## config.mk

```make
export PLATFORM = sky130hd
export DESIGN_NAME = lot_occupancy_monitor
export DESIGN_NICKNAME = d
export VERILOG_FILES = /design/src/rtl/occ_pkg.sv /design/src/rtl/occ_sensor_edge.sv /design/src/rtl/occ_counter.sv /design/src/rtl/occ_full_flag.sv /design/src/rtl/lot_occupancy_monitor.sv
export SDC_FILE = /design/constraint.sdc
export NUM_CORES = 1
export LEC_CHECK = 0
export ABC_AREA = 1
export BUFFER_PORTS_ARGS = -buffer_cell sky130_fd_sc_hd__buf_2
export CORE_MARGIN = 2
export CORE_UTILIZATION = 40
export CTS_BUF_LIST = sky130_fd_sc_hd__clkbuf_16
export CTS_CLUSTER_DIAMETER = 50
export DETAILED_ROUTE_END_ITERATION = 12
export PLACE_DENSITY = 0.67
export SLEW_MARGIN = 20
export SYNTH_ARGS = -nofsm -noshare
export SYNTH_HDL_FRONTEND = slang
export SYNTH_SLANG_ARGS = --single-unit
```

## constraint.sdc

```tcl
create_clock -name clk -period 1.9 [get_ports clk]
set_input_delay 0.19 -clock clk [delete_from_list [all_inputs] [get_ports clk]]
set_output_delay 0.19 -clock clk [all_outputs]
set_load 0.02 [all_outputs]
```

## src/rtl/occ_pkg.sv

```systemverilog
package occ_pkg;
  localparam int OCC_CNT_W   = 12;
  localparam int OCC_SYNC_ST = 2;

  typedef enum logic {
    SCHEME_PLAIN = 1'b0,
    SCHEME_TRACK = 1'b1
  } scheme_e;
endpackage

```

## src/rtl/occ_sensor_edge.sv

```systemverilog
module occ_sensor_edge #(
  parameter int STAGES = 2
) (
  input  logic clk,
  input  logic rst_n,
  input  logic raw,
  output logic evt
);
  logic [STAGES:0] chain_q;
  logic [STAGES:0] chain_d;

  always_comb begin
    chain_d = {chain_q[STAGES-1:0], raw};
  end

  always_ff @(posedge clk or negedge rst_n) begin
    if (!rst_n) begin
      chain_q <= '0;
    end else begin
      chain_q <= chain_d;
    end
  end

  // one-cycle pulse on the synchronised rising level
  assign evt = chain_q[STAGES-1] & ~chain_q[STAGES];
endmodule

```

## src/rtl/occ_counter.sv

```systemverilog
module occ_counter
  import occ_pkg::*;
#(
  parameter int CNT_W = 12
) (
  input  logic             clk,
  input  logic             rst_n,
  input  logic             clr,
  input  logic             ent,
  input  logic             ext,
  input  scheme_e          scheme,
  input  logic             full,
  output logic [CNT_W-1:0] cnt
);
  logic [CNT_W-1:0] cnt_q;
  logic [CNT_W-1:0] cnt_d;
  logic             cnt_en;

  always_comb begin
    cnt_d  = cnt_q;
    cnt_en = 1'b0;
    if (clr) begin
      cnt_d  = '0;
      cnt_en = 1'b1;
    end else begin
      unique case ({ent, ext})
        2'b10: begin
          cnt_d  = cnt_q + 1'b1;
          cnt_en = 1'b1;
        end
        2'b01: begin
          // a zero count with the flag set stands for a full lot
          if (scheme == SCHEME_TRACK && (cnt_q != '0 || full)) begin
            cnt_d  = cnt_q - 1'b1;
            cnt_en = 1'b1;
          end
        end
        2'b11: begin
          if (scheme == SCHEME_PLAIN) begin
            cnt_d  = cnt_q + 1'b1;
            cnt_en = 1'b1;
          end
        end
        default: ;
      endcase
    end
  end

  always_ff @(posedge clk or negedge rst_n) begin
    if (!rst_n) begin
      cnt_q <= '0;
    end else if (cnt_en) begin
      cnt_q <= cnt_d;
    end
  end

  assign cnt = cnt_q;
endmodule

```

## src/rtl/occ_full_flag.sv

```systemverilog
module occ_full_flag #(
  parameter int CNT_W = 12
) (
  input  logic             clk,
  input  logic             rst_n,
  input  logic             clr,
  input  logic             ext,
  input  logic [CNT_W-1:0] cnt,
  output logic             full
);
  localparam int MSB = CNT_W - 1;

  logic msb_q;
  logic full_q;
  logic full_d;
  logic roll;

  // MSB fell and landed on zero: roll-over, not a decrement
  assign roll = msb_q & ~cnt[MSB] & ~|cnt;

  always_comb begin
    full_d = full_q;
    if (roll) full_d = 1'b1;
    if (ext)  full_d = 1'b0;
    if (clr)  full_d = 1'b0;
  end

  always_ff @(posedge clk or negedge rst_n) begin
    if (!rst_n) begin
      msb_q  <= 1'b0;
      full_q <= 1'b0;
    end else begin
      msb_q  <= clr ? 1'b0 : cnt[MSB];
      full_q <= full_d;
    end
  end

  assign full = full_q;
endmodule

```

## src/rtl/lot_occupancy_monitor.sv

```systemverilog
module lot_occupancy_monitor
  import occ_pkg::*;
#(
  parameter int CNT_W     = OCC_CNT_W,
  parameter int SYNC_ST   = OCC_SYNC_ST
) (
  input  logic             clk,
  input  logic             rst_n,
  input  logic             clr,
  input  logic             entry_raw,
  input  logic             exit_raw,
  input  logic             track_mode,
  output logic [CNT_W-1:0] occupancy,
  output logic             lot_full
);
  logic    entry_evt;
  logic    exit_evt;
  scheme_e scheme;

  assign scheme = scheme_e'(track_mode);

  occ_sensor_edge #(.STAGES(SYNC_ST)) u_entry (
    .clk   (clk),
    .rst_n (rst_n),
    .raw   (entry_raw),
    .evt   (entry_evt)
  );

  occ_sensor_edge #(.STAGES(SYNC_ST)) u_exit (
    .clk   (clk),
    .rst_n (rst_n),
    .raw   (exit_raw),
    .evt   (exit_evt)
  );

  occ_counter #(.CNT_W(CNT_W)) u_cnt (
    .clk    (clk),
    .rst_n  (rst_n),
    .clr    (clr),
    .ent    (entry_evt),
    .ext    (exit_evt),
    .scheme (scheme),
    .full   (lot_full),
    .cnt    (occupancy)
  );

  occ_full_flag #(.CNT_W(CNT_W)) u_flag (
    .clk   (clk),
    .rst_n (rst_n),
    .clr   (clr),
    .ext   (exit_evt),
    .cnt   (occupancy),
    .full  (lot_full)
  );
endmodule

```

==> results.yml <==
sta:
  slew_headroom_pct: 68.4
  maxSlewViolCount: 0
  finalClockSkew_ns: 0.00517
  rsz0062_at_grt: "yes"
  hold_violations: 0
  worst_pin_slew_ns: 0.473
  fin_setup_tns_ns: 0
  min_period_over_period_pct: 97.4
  setup_viol: 0
  fmax_mhz: 540
  layout_min_cycle_time_ns: 1.85
  fin_ws_ns: 0.0498
layout:
  n_antenna_cell: 0
  drive_above_1_share_pct: 32.7
  fillers: 320
  stdcell_count: 291
  finalNetCount: 255
  syn_to_final_growth_pct: 33.2
drt:
  ant_nets: 0
  drt_first_pass_iters: 5
  routedWlPerCell_microns: 13.7
  wl_microns: 3990
  drc: 0
  drt_iter0_markers: 99
  vias_per_cell: 5.16
  vias: 1503
power_and_ir_drop:
  intPower_uw: 1130
  peakVddDrop_uv: 468
  p_comb_share_pct: 36.7
  p_clk_share_pct: 33.1
  finalPower_uw: 1770
  p_leak_uw: 0.000978
  switchingPower_uw: 643
  p_seq_share_pct: 30.3
  sw_frac_of_total_pct: 36.2
  p_per_area_nw_per_um2: 935
critical_path:
  timing.rr.end: "u_cnt.cnt[6]$_DFFE_PN0P_"
  cp-end-kind: "flop"
  critical_path_class: "flop to flop"
  worstPathRequired_ns: 2.04
  crit_fanout: 5
  reg2reg_slack_ns: 0.05
  r2r_start: "u_exit.chain_q[1]$_DFF_PN0_"
  reg2reg_depth: 16
  worstSetupStartpointType: "flop"
  critPathArrivalTime_ns: 1.99
logic_synthesis:
  synthCells: 207
  synth_area_per_cell_sq_um: 6.88
  ys_ff_latch: 20
  syn_nets: 216
  synth_top_area_cell: "dfrtp_1"
  netlist_top_cells_area: "dfrtp_1, nand2_1, nand3_1, inv_1, nand2_2"
  syn_area_sq_um: 1420
  synth_top_cell_area_share_pct: 35.1
  yosysUniqueCellTypes: 26
  yosysWarnings: 0
  yosysSeqAreaShare_pct: 35.1
status:
  outcome: "complete, no violations"
die:
  initial_core_util_pct: 42.0
  core_sq_um: 3390
  die_w_microns: 63.7
  num_rows: 21
  dieArea_sq_um: 4050
  die_h_microns: 63.7
  ios: 19
global_route:
  grt_antenna_before_repair: 0
  grt_start_max_net_pins: 21
  grt_pass1_vias: 1432
  grt_use_total_pct: 20.6
  gr-total-overflow: 0
  grt_first_pass_wirelength_microns: 6610
clock_network:
  clkSinkCount: 20
  numCtsBuffers: 3
  root_buffer: "clkbuf_16"
  cts_tree: "yes"
  path_clk_slew_ns: 0.06
  htree_num_levels: 1
  clk-insertion-delay-late_ns: 0.25
  clockBufferDepth: 2
placed_design:
  gp_congestion: 0.915
  dp_cells: 282
  pre_cts_ws_ns: -0.0158
  dpl.hpwl_microns: 2710
  port_buffers: 18
job:
  maxCapViolations: 0
hold_path:
  worstHoldEndpoint: "u_entry.chain_q[0]$_DFF_PN0_"
  worstHoldStart: "entry_raw"
  hold_class: "primary input to flop"
  whs_path_depth: 1
worst max path at each step:
stage / startpoint / slack [ns] / cells after the start / end
after CTS: u_exit.chain_q[2]$_DFF_PN0_ / 0.05 / 13 / u_cnt.cnt[6]$_DFFE_PN0P_
after floorplan: u_entry.chain_q[1]$_DFF_PN0_ / 0.18 / 12 / u_cnt.cnt[11]$_DFFE_PN0P_
final: u_exit.chain_q[1]$_DFF_PN0_ / 0.05 / 16 / u_cnt.cnt[6]$_DFFE_PN0P_
after detailed placement: u_exit.chain_q[2]$_DFF_PN0_ / -0.02 / 13 / u_cnt.cnt[6]$_DFFE_PN0P_
after global routing: u_exit.chain_q[1]$_DFF_PN0_ / -0.08 / 16 / u_cnt.cnt[8]$_DFFE_PN0P_
after global placement: u_exit.chain_q[2]$_DFF_PN0_ / -0.01 / 13 / u_cnt.cnt[6]$_DFFE_PN0P_
cells in the final DEF (no fill, tap or decap), types with 2 or more instances in the layout:
master and instances:
a31oi_1 2, nand3b_1 2, ha_4 2, clkbuf_16 3, inv_2 3, nor2_1 13
o22ai_1 3, nor2_4 3, nand2_2 19, o21ai_2 2, nand3_1 23, buf_4 14
nor2_2 4, a41oi_1 3, nand2_1 58, nand2_4 3, dfrtp_1 20, inv_1 25
a21oi_2 2, o21ai_0 5, xor2_1 2, buf_6 2, o21ai_1 2, a21oi_1 2
buf_2 18
cell usage after synthesis:
| cell | number |
|---|---|
| nand3b_1 | 2 |
| inv_2 | 3 |
| a41oi_1 | 3 |
| nand2_2 | 12 |
| nor2_4 | 1 |
| a211oi_1 | 1 |
| dfrtp_1 | 20 |
| nand2_1 | 65 |
| a31oi_1 | 2 |
| a21oi_2 | 2 |
| buf_6 | 1 |
| inv_1 | 26 |
| nor2_2 | 2 |
| xnor2_1 | 1 |
| nand4_1 | 1 |
| nor2_1 | 17 |
| nand2_4 | 3 |
| ha_1 | 3 |
| xor2_1 | 2 |
| nand3_1 | 24 |
| o22ai_1 | 3 |
| o21ai_1 | 2 |
| o21ai_2 | 2 |
| o21ai_0 | 6 |
| buf_4 | 1 |
| a21oi_1 | 2 |
through the flow:
stage / area [sq um] / utilization (%) / hold WS, ns
finish: 1900 / 56.0 / 0.0363
global route: 1900 / 56.0 / 0.0302
CTS: 1770 / 52.2 / 0.0327
detailed placement: 1650 / 48.7 / 0.169
global placement: 1650 / 48.7 / 0.168
floorplan: 1420 / - / -0.106
layout make-up:
class | count | area [sq um] | area share (%)
inverter | 29 | 111 | 5.87
clock buffer | 3 | 75.1 | 3.96
sequential | 20 | 500 | 26.4
clock inverter | 1 | 30.0 | 1.58
multi-input combinational | 156 | 875 | 46.1
tap | 46 | 57.6 | 3.03
timing repair buffer | 36 | 248 | 13.1
what timing repair did:
action,CTS,global route
buffers inserted,0,4
hold endpoints to repair,20,0
hold buffers,1,0
gates resized for setup,1,22
endpoints found under the setup margin,5,9
pin swaps,0,9
critical path, cell delays in order, from the launching register on:
cell and delay, ns:
dfrtp_1 0.38, inv_2 0.05, nor2_4 0.19, nand2_4 0.09, nand2_2 0.07, nand2_1 0.05
inv_1 0.07, ha_1 0.14, inv_1 0.04, nand2_2 0.07, nand2_2 0.08, o21ai_4 0.21
nand2_2 0.09, nand2_1 0.06, nand2_1 0.05, nand3_1 0.06, nand2_1 0.05
registers in the layout, indices dropped and copies added, names as in the netlist:
register and count:
u_cnt.cnt 12, u_entry.chain_q 3, u_exit.chain_q 3, u_flag.full 1, u_flag.msb_q 1
logic make-up after synthesis:
| kind of cell | Yosys count | synth area share, % |
|---|---|---|
| AND/OR/NAND/NOR | 127 | 40.9 |
| buffers and inverters | 31 | 8.96 |
| AO/OA/AOI/OAI | 23 | 10.5 |
| flip-flops | 20 | 35.1 |
| XOR/XNOR | 3 | 1.85 |
| adder cells (fa/ha/maj) | 3 | 2.64 |
power groups by stage:
| stage | registers [uW] | logic (uW) | clock network (uW) |
|---|---|---|---|
| CTS | 532 | 588 | 600 |
| floorplan | 594 | 335 | 0 |
| finish | 537 | 650 | 587 |
| detailed placement | 539 | 578 | 0 |
| global route | 548 | 716 | 618 |
| global placement | 540 | 581 | 0 |
per-layer routing:
| layer | wire length (microns) | global-route usage [%] |
|---|---|---|
| met1 | 1740 | 27.4 |
| met2 | 1860 | 33.0 |
| met3 | 320 | 5.18 |
| met4 | 79 | 5.98 |
| met5 | 0 | 0 |
Note: power is estimated with default switching activity, not from simulation.
